--- config.mk ---
export PLATFORM = sky130hd
export DESIGN_NAME = conv_start_ctrl
export DESIGN_NICKNAME = d
export VERILOG_FILES = /design/src/rtl/cs_pkg.sv /design/src/rtl/cs_start_sync.sv /design/src/rtl/cs_interval_timer.sv /design/src/rtl/conv_start_ctrl.sv
export SDC_FILE = /design/constraint.sdc
export NUM_CORES = 1
export LEC_CHECK = 0
export ABC_AREA = 1
export BUFFER_PORTS_ARGS = -buffer_cell sky130_fd_sc_hd__buf_2
export CORE_MARGIN = 2
export CORE_UTILIZATION = 31
export CTS_CLUSTER_SIZE = 10
export DETAILED_ROUTE_END_ITERATION = 10
export SYNTH_ARGS = -nofsm -noshare
export SYNTH_HDL_FRONTEND = slang
export SYNTH_SLANG_ARGS = --single-unit
--- constraint.sdc ---
create_clock -name clk_i -period 1.85 [get_ports clk_i]
set_input_delay 0.37 -clock clk_i [delete_from_list [all_inputs] [get_ports clk_i]]
set_output_delay 0.37 -clock clk_i [all_outputs]
set_load 0.05 [all_outputs]
--- src/rtl/cs_pkg.sv ---
package cs_pkg;
  typedef enum logic [2:0] {
    ST_ACQ   = 3'd0,
    ST_ARM   = 3'd1,
    ST_PDN   = 3'd2,
    ST_CONV  = 3'd3,
    ST_LATCH = 3'd4
  } cs_state_e;
endpackage

--- src/rtl/cs_start_sync.sv ---
module cs_start_sync #(
  parameter int unsigned STAGES   = 2,
  parameter bit          IDLE_VAL = 1'b1
) (
  input  logic clk_i,
  input  logic rst_ni,
  input  logic start_i,
  output logic level_o,
  output logic fall_o
);
  logic [STAGES:0] sh_q;

  always_ff @(posedge clk_i or negedge rst_ni) begin
    if (!rst_ni) sh_q <= {(STAGES+1){IDLE_VAL}};
    else         sh_q <= {sh_q[STAGES-1:0], start_i};
  end

  assign level_o = sh_q[STAGES-1];
  // one extra stage gives the previous level for edge detection
  assign fall_o  = sh_q[STAGES] & ~sh_q[STAGES-1];

  a_r2_fall_single: assert property (@(posedge clk_i) disable iff (!rst_ni)
    fall_o |=> !fall_o);
endmodule

--- src/rtl/cs_interval_timer.sv ---
module cs_interval_timer #(
  parameter int unsigned LEN      = 8,
  parameter bit          BOOT_RUN = 1'b0
) (
  input  logic clk_i,
  input  logic rst_ni,
  input  logic load_i,
  input  logic clr_i,
  output logic expired_o
);
  localparam int unsigned CW   = (LEN > 1) ? $clog2(LEN) : 1;
  localparam logic [CW-1:0] LAST = CW'(LEN - 1);

  logic [CW-1:0] cnt_q;
  logic          run_q;

  always_ff @(posedge clk_i or negedge rst_ni) begin
    if (!rst_ni) begin
      cnt_q <= LAST;
      run_q <= BOOT_RUN;
    end else if (clr_i) begin
      run_q <= 1'b0;
    end else if (load_i) begin
      cnt_q <= LAST;
      run_q <= 1'b1;
    end else if (run_q) begin
      if (cnt_q == '0) run_q <= 1'b0;
      else             cnt_q <= cnt_q - 1'b1;
    end
  end

  assign expired_o = run_q && (cnt_q == '0);

  a_r3_timer_keeps_running: assert property (@(posedge clk_i) disable iff (!rst_ni)
    (run_q && !expired_o && !clr_i) |=> run_q);
  a_r4_timer_expiry_once: assert property (@(posedge clk_i) disable iff (!rst_ni)
    (expired_o && !load_i) |=> !expired_o);
endmodule

--- src/rtl/conv_start_ctrl.sv ---
module conv_start_ctrl
  import cs_pkg::*;
#(
  parameter int unsigned ACQ_CYCLES  = 8,
  parameter int unsigned CONV_CYCLES = 10,
  parameter int unsigned SYNC_STAGES = 2
) (
  input  logic clk_i,
  input  logic rst_ni,
  input  logic start_i,
  input  logic reset_i,
  input  logic pwrdn_i,
  output logic busy_o,
  output logic hold_o,
  output logic load_o
);
  cs_state_e st_q, st_d;
  logic start_lvl, start_fall;
  logic acq_exp, conv_exp;
  logic acq_load, conv_load;
  logic load_q;

  cs_start_sync #(.STAGES(SYNC_STAGES), .IDLE_VAL(1'b1)) u_sync (
    .clk_i   (clk_i),
    .rst_ni  (rst_ni),
    .start_i (start_i),
    .level_o (start_lvl),
    .fall_o  (start_fall)
  );

  // acquisition interval, armed out of reset
  cs_interval_timer #(.LEN(ACQ_CYCLES), .BOOT_RUN(1'b1)) u_acq (
    .clk_i     (clk_i),
    .rst_ni    (rst_ni),
    .load_i    (acq_load),
    .clr_i     (1'b0),
    .expired_o (acq_exp)
  );

  // fixed-latency conversion stand-in
  cs_interval_timer #(.LEN(CONV_CYCLES), .BOOT_RUN(1'b0)) u_conv (
    .clk_i     (clk_i),
    .rst_ni    (rst_ni),
    .load_i    (conv_load),
    .clr_i     (reset_i),
    .expired_o (conv_exp)
  );

  always_comb begin
    st_d = st_q;
    if (reset_i) begin
      st_d = ST_ACQ;
    end else begin
      unique case (st_q)
        ST_ACQ: if (acq_exp) begin
          if (pwrdn_i)         st_d = ST_PDN;
          else if (!start_lvl) st_d = ST_CONV;
          else                 st_d = ST_ARM;
        end
        ST_ARM: begin
          if (pwrdn_i)         st_d = ST_PDN;
          else if (start_fall) st_d = ST_CONV;
        end
        ST_PDN:   if (!pwrdn_i) st_d = start_lvl ? ST_ARM : ST_CONV;
        ST_CONV:  if (conv_exp) st_d = ST_LATCH;
        ST_LATCH: st_d = ST_ACQ;
        default:  st_d = ST_ACQ;
      endcase
    end
  end

  assign acq_load  = reset_i || (st_d == ST_ACQ && st_q != ST_ACQ);
  assign conv_load = !reset_i && (st_d == ST_CONV) && (st_q != ST_CONV);

  always_ff @(posedge clk_i or negedge rst_ni) begin
    if (!rst_ni) begin
      st_q   <= ST_ACQ;
      load_q <= 1'b0;
    end else begin
      st_q   <= st_d;
      load_q <= (st_q == ST_LATCH) && !reset_i;
    end
  end

  assign busy_o = (st_q == ST_CONV) || (st_q == ST_LATCH);
  assign hold_o = (st_q == ST_CONV);
  assign load_o = load_q;

  a_r4_hold_rises_with_busy: assert property (@(posedge clk_i) disable iff (!rst_ni)
    $rose(busy_o) |-> hold_o);
  a_r4_busy_outlasts_hold: assert property (@(posedge clk_i) disable iff (!rst_ni)
    ($fell(hold_o) && !$past(reset_i)) |-> busy_o);
  a_r5_load_on_busy_fall: assert property (@(posedge clk_i) disable iff (!rst_ni)
    load_o |-> $fell(busy_o));
  a_r7_pwrdn_blocks_start: assert property (@(posedge clk_i) disable iff (!rst_ni)
    (pwrdn_i && !busy_o) |=> !busy_o);
  a_r9_abort_clears: assert property (@(posedge clk_i) disable iff (!rst_ni)
    reset_i |=> (!busy_o && !hold_o && !load_o));
endmodule

# Yosys cells after proc, flatten, opt, wreduce, memory -nomap -nowiden
# Index checks and enable logic that the tools add are counted.
dict set report word_totals {
  register_bits 16
  inputBits 5
  output_inout_bits 3
  elab_cells 60
}
dict set report op_classes {
  addsub 2
  n_eq_ne 8
  muxes 22
  n_bitwise 3
  n_reduce_logical 18
}
# cell n
set op_table {}
lappend op_table {{3-bit two-way mux} 9}
lappend op_table {{4-bit two-way mux} 3}
lappend op_table {{3-bit one-hot mux with 4 select lines} 1}
lappend op_table {{3-bit by 2-bit == test with 1-bit output, second input constant} 3}
lappend op_table {{3-bit zero test} 3}
lappend op_table {{1-bit two-way mux} 7}
lappend op_table {{1-bit logical AND} 6}
lappend op_table {{4-bit zero test} 1}
lappend op_table {{2-bit two-way mux} 2}
lappend op_table {{2-bit inequality test, second input constant} 2}
lappend op_table {{2-bit nonzero test} 2}
lappend op_table {{4-bit by 1-bit subtractor with 4-bit output, second input constant} 1}
lappend op_table {{3-bit by 1-bit == test with 1-bit output, second input constant} 1}
lappend op_table {{3-bit == test, second input constant} 1}
lappend op_table {{3-bit by 2-bit inequality test with 1-bit output, second input constant} 1}
lappend op_table {{3-bit AND reduction} 1}
lappend op_table {{3-bit nonzero test} 1}
lappend op_table {{3-bit by 1-bit subtractor with 3-bit output, second input constant} 1}
lappend op_table {{1-bit logical OR} 2}
lappend op_table {{1-bit inverter} 2}
lappend op_table {{2-bit AND reduction} 1}
lappend op_table {{1-bit bitwise AND} 1}
lappend op_table {{1-bit zero test} 1}

# Depth between registers and ports, before layout
# Gate-level depths: netlist (run 1).
dict set report logic_depth {
  word_depth 11
  ltp_mapped 11
  depth_no_buf 11
}

# Cells and area by module
# Synthesis (run 1) repeated with hierarchy kept, for this count alone.
dict set report unflattened {
  hier_cells 123
  area_unflattened_um2 948.4
}
# module instances cells_per_inst area_per_inst_um2 seq_area_each_um2
set modules_own_cells {}
lappend modules_own_cells {{cs_interval_timer at u_conv} 1 38 312.8 127.6}
lappend modules_own_cells {{cs_interval_timer at u_acq} 1 37 277.8 105.1}
lappend modules_own_cells {conv_start_ctrl 1 43 269.0 100.1}
lappend modules_own_cells {cs_start_sync 1 5 88.8 78.8}

# Worst setup path before layout (run 1)
# No wires, ideal clock.
dict set report synth_timing {
  path_type {register to output}
  from {reg st_q[2]}
  to {out busy_o}
  t_arrival_ns 1.289
  required_ns 1.480
  setup_slack_ns 0.191
  stages_incl_launch_ff 4
  path_buffers 0
  path_cell_list {dfrtp_1 -> nor2_4 -> inv_1 -> nand2_1}
}
dict set report synth_via {
  elab_chain_cells 2
  word_cells_on_any_way 3
  classes_between {eq/ne: 2; reduce/logical: 1}
}
# element line_no
set synth_rtl {}
lappend synth_rtl {{start: declaration} conv_start_ctrl.sv:17} ;# cs_state_e st_q, st_d;
lappend synth_rtl {{start signal: assignment} conv_start_ctrl.sv:80} ;# st_q <= st_d;
lappend synth_rtl {{3-bit by 2-bit == test with 1-bit output} -}
lappend synth_rtl {{via hold_o} conv_start_ctrl.sv:14} ;# output logic hold_o,
lappend synth_rtl {{1-bit logical OR} conv_start_ctrl.sv:85} ;# assign busy_o = (st_q == ST_CONV) || (st_q == ST_LATCH);
lappend synth_rtl {{end: declaration} conv_start_ctrl.sv:13} ;# output logic busy_o,
# The timed path passes the listed nets, and every way through them passes these cells.

# Worst setup path after layout (run 1)
dict set report layout_timing {
  from {reg st_q[1]}
  to {out busy_o}
}
dict set report layout_via {
  elab_chain_cells 2
  word_cells_on_any_way 3
  classes_between {eq/ne: 2; reduce/logical: 1}
}
# element line_no
set layout_rtl {}
lappend layout_rtl {{3-bit by 2-bit == test with 1-bit output or 3-bit == test (tied branches)} conv_start_ctrl.sv:85}
lappend layout_rtl {{1-bit logical OR *} conv_start_ctrl.sv:85}
# Every way passes the cells marked *; elsewhere a longest branch is shown, timed or not.

==> metrics.txt, run 1 <==
# TYPE chip_impl_metric gauge
chip_impl_info{name="outcome",value="finished, final reports clean"} 1
chip_impl_info{name="worstSetupPathType",value="reg2out"} 1
chip_impl_metric{name="via_count_of_the_first_global_routing_pass",unit=""} 660
chip_impl_metric{name="detailroute.via_count",unit=""} 646
chip_impl_info{name="cell_at_the_slowest_stage_of_the_critical_path",value="dfrtp_1"} 1
chip_impl_metric{name="layout-drive-gt1-share",unit="%"} 25.9
chip_impl_metric{name="place_hpwl",unit="µm"} 1200
chip_impl_metric{name="gp_congestion",unit=""} 0.888
chip_impl_metric{name="reg2reg_setup_slack",unit="ps"} 170
chip_impl_info{name="most-common-layout-cells",value="nand2_1 (23), inv_1 (20), nand3_1 (9), dfstp_2 (9)"} 1
chip_impl_metric{name="numClockSinks",unit=""} 16
chip_impl_metric{name="overflow",unit=""} 0
chip_impl_info{name="tritoncts",value="yes"} 1
chip_impl_metric{name="antenna_violating_nets_post_route",unit=""} 0
chip_impl_metric{name="netlist_area",unit="µm²"} 880
chip_impl_metric{name="die_height",unit="µm"} 57.3
chip_impl_metric{name="totalNegativeSetupSlack",unit="ps"} 0
chip_impl_metric{name="critical_path.n_buffers_inverters",unit=""} 2
chip_impl_info{name="timing.critical_path.cells",value="nand2_2 -> nor2_4 -> inv_1 -> nand2_1 -> buf_2"} 1
chip_impl_info{name="critPathTopFamily",value="flip-flops"} 1
chip_impl_metric{name="fin_nets",unit=""} 122
chip_impl_metric{name="power_density",unit="mW/mm²"} 696
chip_impl_metric{name="slew_headroom",unit="%"} 76.1
chip_impl_metric{name="die-width",unit="µm"} 57.3
chip_impl_metric{name="critical-path-max-stage-delay",unit="ps"} 440
chip_impl_metric{name="ys_warn_count",unit=""} 0
chip_impl_metric{name="drt-initial-drc-count",unit=""} 17
chip_impl_metric{name="timing.critical_path.fanout_max",unit=""} 5
chip_impl_metric{name="multi_input_area",unit="µm²"} 389
chip_impl_metric{name="place_area",unit="µm²"} 953
chip_impl_metric{name="avgSynthCellArea",unit="µm²"} 8.80
chip_impl_metric{name="ctsHtreeMaxLevel",unit=""} 1
chip_impl_info{name="grt_setup_unrepaired",value="no"} 1
chip_impl_metric{name="minimum_period_implied_by_the_final_worst_setup_slack",unit="ps"} 1710
chip_impl_metric{name="clock.fmax",unit="MHz"} 584
chip_impl_metric{name="clock_latency_at_the_later_pin_of_the_worst_skew_pair",unit="ps"} 280
chip_impl_metric{name="die-area",unit="mm²"} 0.00328
chip_impl_metric{name="hold_buffers",unit=""} 1
chip_impl_info{name="master_cell_of_the_clock_root_buffer",value="clkbuf_4"} 1
chip_impl_info{name="worst_setup_path_end_kind",value="primary output"} 1
chip_impl_metric{name="syn2layout_area_growth",unit="%"} 12.5
chip_impl_metric{name="timing.clock.skew",unit="ps"} 4.83
chip_impl_metric{name="ff_latch_area",unit="µm²"} 412
chip_impl_metric{name="post-route-drc-count",unit=""} 0
chip_impl_metric{name="post_cts.resized_instances",unit=""} 0
chip_impl_metric{name="worst-endpoint-required",unit="ps"} 1480
chip_impl_metric{name="tightestPinTransition",unit="ps"} 359
chip_impl_metric{name="peakVddDrop",unit="mV"} 0.428
chip_impl_metric{name="critical_path_cell_count",unit=""} 5
chip_impl_metric{name="min_path_cells",unit=""} 1
chip_impl_metric{name="numCtsBuffers",unit=""} 3
chip_impl_metric{name="antenna_found_initial",unit=""} 0
chip_impl_metric{name="timing.max_cap.violations",unit=""} 0
chip_impl_metric{name="clk_pin_slew",unit="ps"} 90
chip_impl_info{name="leading_cell_type_in_the_layout_fill_and_taps_excluded",value="nand2_1"} 1
chip_impl_metric{name="setup_violations",unit=""} 0
chip_impl_metric{name="fin_crit_sh",unit="%"} 92.5
chip_impl_metric{name="core_area",unit="mm²"} 0.00273
chip_impl_metric{name="pin_count_of_the_biggest_net_entering_global_routing",unit=""} 17
chip_impl_metric{name="io_buffer_count",unit=""} 7
chip_impl_metric{name="drv_slew",unit=""} 0
chip_impl_metric{name="clk_path_buf_depth",unit=""} 2
chip_impl_metric{name="netlist-cell-type-count",unit=""} 19
chip_impl_metric{name="floorplan.initialDensity",unit="%"} 32.2
chip_impl_metric{name="final_design_area_no_fill",unit="µm²"} 990
chip_impl_metric{name="post_synthesis_net_count",unit=""} 109
chip_impl_info{name="kind_of_launch_point_of_the_worst_setup_path",value="flip-flop"} 1
chip_impl_metric{name="wirelength",unit="µm"} 1500
chip_impl_metric{name="synthesis.instances",unit=""} 100
chip_impl_metric{name="post_drt_via_cell_ratio",unit=""} 4.52
chip_impl_metric{name="groute.usage.overall",unit="%"} 10.3
chip_impl_metric{name="power.static_leakage",unit="nW"} 0.559
chip_impl_metric{name="cts_setup_buffers",unit=""} 0
chip_impl_metric{name="wire_per_inst",unit="µm"} 10.5
chip_impl_metric{name="drt-pass1-iter-count",unit=""} 4
chip_impl_info{name="hp-class",value="in2reg"} 1
chip_impl_metric{name="floorplan.rows",unit=""} 19
chip_impl_metric{name="yosysSeqAreaShare",unit="%"} 46.8
chip_impl_metric{name="fillerInstances",unit=""} 283
chip_impl_metric{name="antenna_cells",unit=""} 0
chip_impl_metric{name="cp.arrival",unit="ps"} 1340
chip_impl_metric{name="grt_pass1_wl",unit="µm"} 2640
chip_impl_metric{name="fin_worst_hold_slack",unit="ps"} 183
chip_impl_metric{name="io-pin-count",unit=""} 8
chip_impl_metric{name="hold_viol_final",unit=""} 0
chip_impl_metric{name="reg2reg_depth",unit=""} 10
chip_impl_metric{name="number_of_flip_flops_and_latches_in_the_synthesized_netlist",unit=""} 16
registers in the layout (all words and copies together) (netlist names):
register,flops
u_sync.sh_q,3
st_q,3
u_conv.cnt_q,4
u_conv.run_q,1
u_acq.run_q,1
load_o,1
u_acq.cnt_q,3
power by group:
part	internal, mW	switching, mW	total, mW	leakage (nW)
Combinational	0.0387	0.0680	0.107	0.352
Sequential	0.384	0.0127	0.397	0.191
Clock	0.0836	0.102	0.186	0.0150
Total	0.507	0.183	0.689	0.559
worst reg2reg max path: cells and delay by family (launching register included):
family | cells | cell delay, ps
flops | 1 | 540
fa+ha+maj | 1 | 240
buf+inv | 1 | 70
simple gates | 8 | 730
routing by layer:
metal | vias up | part of all wire [%] | GRT usage (%)
li1 | 335 | - | -
met1 | 299 | 45 | 12.6
met2 | 10 | 50 | 17.2
met3 | 2 | 3.9 | 4.08
met4 | 0 | 1.5 | 2.33
met5 | - | 0 | 0
per-stage QoR:
| step | utilization (%) | total power [mW] | std cells | setup WS [ps] |
|---|---|---|---|---|
| after floorplan | - | 0.478 | 100 | 191 |
| after global placement | 34.9 | 0.505 | 138 | 222 |
| after detailed placement | 34.9 | 0.510 | 138 | 178 |
| after CTS | 36.2 | 0.703 | 143 | 117 |
| after global routing | 36.2 | 0.734 | 143 | 21.1 |
| final | 36.2 | 0.689 | 143 | 139 |
cell usage after synthesis:
cell type / count / area (µm²)
a31oi_1: 1 / 6.26
dfrtp_1: 7 / 175
dfstp_2: 9 / 236
ha_1: 4 / 50.1
inv_1: 20 / 75.1
inv_2: 1 / 3.75
nand2_1: 23 / 86.3
nand2_2: 3 / 18.8
nand2_4: 2 / 22.5
nand3_1: 9 / 45.0
nand3_2: 1 / 10.0
nand4_1: 2 / 12.5
nand4_4: 2 / 42.5
nor2_1: 4 / 15.0
nor2_4: 1 / 11.3
nor3_1: 2 / 10.0
o211ai_1: 1 / 7.51
o21ai_0: 5 / 25.0
xor2_1: 3 / 26.3
cells by family (layout without fill, tap and decap cells):
family	count (synthesis)	in the layout	synth area share, %
and+or+nand+nor	49	49	31.2
DFF	16	16	46.8
AOI/OAI and AO/OA	7	7	4.41
adders and majority gates	4	4	5.69
xor gates and xnor gates	3	3	2.99
buffers and inverters	21	33	8.96
path summary, 6_finish.rpt:
path | endpoint | from
max | busy_o | st_q[1]$_DFF_PN0_
min | u_sync.sh_q[0]$_DFF_PN1_ | start_i
max reg2reg | u_conv.cnt_q[1]$_DFFE_PN0P_ | u_conv.cnt_q[0]$_DFFE_PN1P_
min reg2reg | u_sync.sh_q[1]$_DFF_PN1_ | u_sync.sh_q[0]$_DFF_PN1_
max in group asynchronous | u_conv.cnt_q[0]$_DFFE_PN1P_ | rst_ni
min in group asynchronous | load_o$_DFF_PN0_ | rst_ni
layout make-up:
class / count / area share [%]
sequential: 16 / 41.6
multi-input combinational: 63 / 39.3
inverter: 21 / 7.96
timing repair buffer: 8 / 4.55
tap: 31 / 3.92
clock buffer: 4 / 2.65
No activity file was read; power rests on OpenSTA's default activity.
==> run 2: changes to the inputs <==
--- a/config.mk
+++ b/config.mk
@@ -11,6 +11,7 @@
 export CORE_UTILIZATION = 31
 export CTS_CLUSTER_SIZE = 10
 export DETAILED_ROUTE_END_ITERATION = 10
+export RECOVER_POWER = 25
 export SYNTH_ARGS = -nofsm -noshare
 export SYNTH_HDL_FRONTEND = slang
 export SYNTH_SLANG_ARGS = --single-unit
==> metrics.txt, run 2 (same netlist as run 1, synthesis figures left out) <==
# TYPE chip_impl_metric gauge
chip_impl_metric{name="numCtsBuffers",unit=""} 3
chip_impl_metric{name="io-pin-count",unit=""} 8
chip_impl_metric{name="syn2layout_area_growth",unit="%"} 12.4
chip_impl_metric{name="drt-pass1-iter-count",unit=""} 4
chip_impl_metric{name="fillerInstances",unit=""} 281
chip_impl_metric{name="timing.max_cap.violations",unit=""} 0
chip_impl_metric{name="clock_latency_at_the_later_pin_of_the_worst_skew_pair",unit="ps"} 280
chip_impl_metric{name="wire_per_inst",unit="µm"} 10.4
chip_impl_metric{name="slew_headroom",unit="%"} 42.7
chip_impl_metric{name="power.static_leakage",unit="nW"} 0.555
chip_impl_metric{name="min_path_cells",unit=""} 1
chip_impl_metric{name="die_height",unit="µm"} 57.3
chip_impl_metric{name="fin_nets",unit=""} 122
chip_impl_metric{name="layout-drive-gt1-share",unit="%"} 24.1
chip_impl_metric{name="multi_input_area",unit="µm²"} 389
chip_impl_info{name="most-common-layout-cells",value="nand2_1 (23), inv_1 (20), nand3_1 (9)"} 1
chip_impl_metric{name="reg2reg_depth",unit=""} 10
chip_impl_metric{name="antenna_violating_nets_post_route",unit=""} 0
chip_impl_metric{name="cts_setup_buffers",unit=""} 0
chip_impl_metric{name="cellInternalPower",unit="µW"} 506
chip_impl_info{name="leading_cell_type_in_the_layout_fill_and_taps_excluded",value="nand2_1"} 1
chip_impl_info{name="min-delay-start",value="start_i"} 1
chip_impl_metric{name="pwr-share-clk",unit="%"} 27.0
chip_impl_metric{name="fin_crit_sh",unit="%"} 92.5
chip_impl_info{name="hp-class",value="in2reg"} 1
chip_impl_metric{name="pin_count_of_the_biggest_net_entering_global_routing",unit=""} 17
chip_impl_metric{name="clock.fmax",unit="MHz"} 584
chip_impl_metric{name="sequentialPowerShare",unit="%"} 57.6
chip_impl_metric{name="reg2reg_setup_slack",unit="ps"} 170
chip_impl_metric{name="worst-endpoint-required",unit="ps"} 1480
chip_impl_metric{name="power.switching",unit="µW"} 183
chip_impl_metric{name="gp_congestion",unit=""} 0.888
chip_impl_metric{name="totalNegativeSetupSlack",unit="ps"} 0
chip_impl_metric{name="ctsHtreeMaxLevel",unit=""} 1
chip_impl_metric{name="peakVddDrop",unit="mV"} 0.428
chip_impl_info{name="tritoncts",value="yes"} 1
chip_impl_info{name="outcome",value="finished, final reports clean"} 1
chip_impl_info{name="worstSetupPathType",value="reg2out"} 1
chip_impl_metric{name="floorplan.initialDensity",unit="%"} 32.2
chip_impl_metric{name="clk_pin_slew",unit="ps"} 90
chip_impl_metric{name="minimum_period_implied_by_the_final_worst_setup_slack",unit="ps"} 1710
chip_impl_metric{name="antenna_cells",unit=""} 0
chip_impl_metric{name="post_drt_via_cell_ratio",unit=""} 4.52
chip_impl_metric{name="place_hpwl",unit="µm"} 1200
chip_impl_info{name="worstReg2RegEnd",value="u_conv.cnt_q[1]$_DFFE_PN0P_"} 1
chip_impl_metric{name="floorplan.rows",unit=""} 19
chip_impl_info{name="min_delay_worst_endpoint",value="u_sync.sh_q[0]$_DFF_PN1_"} 1
chip_impl_info{name="critical_path.startpoint",value="st_q[1]$_DFF_PN0_"} 1
chip_impl_metric{name="core_area",unit="mm²"} 0.00273
chip_impl_metric{name="numClockSinks",unit=""} 16
chip_impl_metric{name="final_cell_count_no_fill",unit=""} 143
chip_impl_info{name="master_cell_of_the_clock_root_buffer",value="clkbuf_4"} 1
chip_impl_metric{name="timing.clock.skew",unit="ps"} 4.85
chip_impl_metric{name="grt_pass1_wl",unit="µm"} 2640
chip_impl_metric{name="cp.arrival",unit="ps"} 1340
chip_impl_metric{name="detailroute.via_count",unit=""} 647
chip_impl_info{name="worst_setup_path_end_kind",value="primary output"} 1
chip_impl_info{name="top_register",value="u_conv.cnt_q"} 1
chip_impl_metric{name="post_cts.resized_instances",unit=""} 0
chip_impl_metric{name="io_buffer_count",unit=""} 7
chip_impl_metric{name="antenna_found_initial",unit=""} 0
chip_impl_metric{name="setup_violations",unit=""} 0
chip_impl_metric{name="ff_latch_area",unit="µm²"} 412
chip_impl_metric{name="wirelength",unit="µm"} 1490
chip_impl_info{name="grt_setup_unrepaired",value="no"} 1
chip_impl_metric{name="sw_share",unit="%"} 26.5
chip_impl_metric{name="placed_cells",unit=""} 138
chip_impl_metric{name="die-width",unit="µm"} 57.3
chip_impl_metric{name="post-route-drc-count",unit=""} 0
chip_impl_metric{name="timing.critical_path.fanout_max",unit=""} 5
chip_impl_metric{name="hold_viol_final",unit=""} 0
chip_impl_metric{name="drv_slew",unit=""} 0
chip_impl_metric{name="die-area",unit="mm²"} 0.00328
chip_impl_metric{name="overflow",unit=""} 0
chip_impl_metric{name="comb_power_share",unit="%"} 15.5
chip_impl_info{name="start_of_the_worst_register_to_register_path",value="u_conv.cnt_q[0]$_DFFE_PN1P_"} 1
chip_impl_metric{name="clk_path_buf_depth",unit=""} 2
chip_impl_metric{name="tightestPinTransition",unit="ps"} 860
chip_impl_metric{name="largest_register_ffs",unit=""} 4
chip_impl_info{name="kind_of_launch_point_of_the_worst_setup_path",value="flip-flop"} 1
chip_impl_metric{name="drt-initial-drc-count",unit=""} 15
chip_impl_metric{name="power_density",unit="mW/mm²"} 697
chip_impl_metric{name="via_count_of_the_first_global_routing_pass",unit=""} 660
chip_impl_metric{name="groute.usage.overall",unit="%"} 10.3
[run 2: per-layer routing]
metal	share of wire [%]	GRT usage, %
met3	3.8	4.08
met5	0	0
met2	50	17.2
met4	1.5	2.33
met1	45	12.6
[run 2: cell type report]
class                   instances  area share [%]
well taps                      31            3.92
repair buffers                  8            4.43
flip-flops and latches         16            41.6
inverters                      21            7.97
multi-input cells              63            39.4
clock buffers                   4            2.66
[run 2: worst max path at each step]
stage / end / slack (ps) / depth (start not counted)
6_report: busy_o / 140 / 5
5_1_grt: u_conv.cnt_q[3]$_DFFE_PN1P_ / 20 / 11
4_1_cts: busy_o / 120 / 5
3_5_place_dp: u_conv.cnt_q[1]$_DFFE_PN0P_ / 180 / 10
3_3_place_gp: u_conv.cnt_q[1]$_DFFE_PN0P_ / 220 / 10
2_1_floorplan: busy_o / 190 / 3
[run 2: repair_timing]
| item | CTS | global route |
|---|---|---|
| endpoints found under the hold margin | 7 | 0 |
| endpoints found under the setup margin | 0 | 0 |
| hold buffers | 1 | 0 |
[run 2: worst max-delay path, stage by stage, from the launching register on]
cell,delay (ps)
dfrtp_1,440
nand2_2,90
nor2_4,110
inv_1,100
nand2_1,70
buf_2,250
[run 2: power groups by stage]
stage / clock [mW] / sequential, mW / combinational [mW]
after floorplan: 0 / 0.400 / 0.0785
after global placement: 0 / 0.403 / 0.102
after detailed placement: 0 / 0.403 / 0.107
after CTS: 0.198 / 0.397 / 0.108
after global routing: 0.209 / 0.400 / 0.125
final: 0.186 / 0.396 / 0.106
[run 2: per-stage QoR]
stage | hold WS, ps | cell area, µm² | util, % | total power, mW | setup slack [ps]
2_1_floorplan | 74.4 | 880 | - | 0.478 | 191
3_3_place_gp | 298 | 953 | 34.9 | 0.505 | 222
3_5_place_dp | 307 | 953 | 34.9 | 0.510 | 178
4_1_cts | 174 | 990 | 36.2 | 0.703 | 117
5_1_grt | 171 | 988 | 36.2 | 0.734 | 21.0
6_report | 184 | 988 | 36.2 | 0.688 | 139
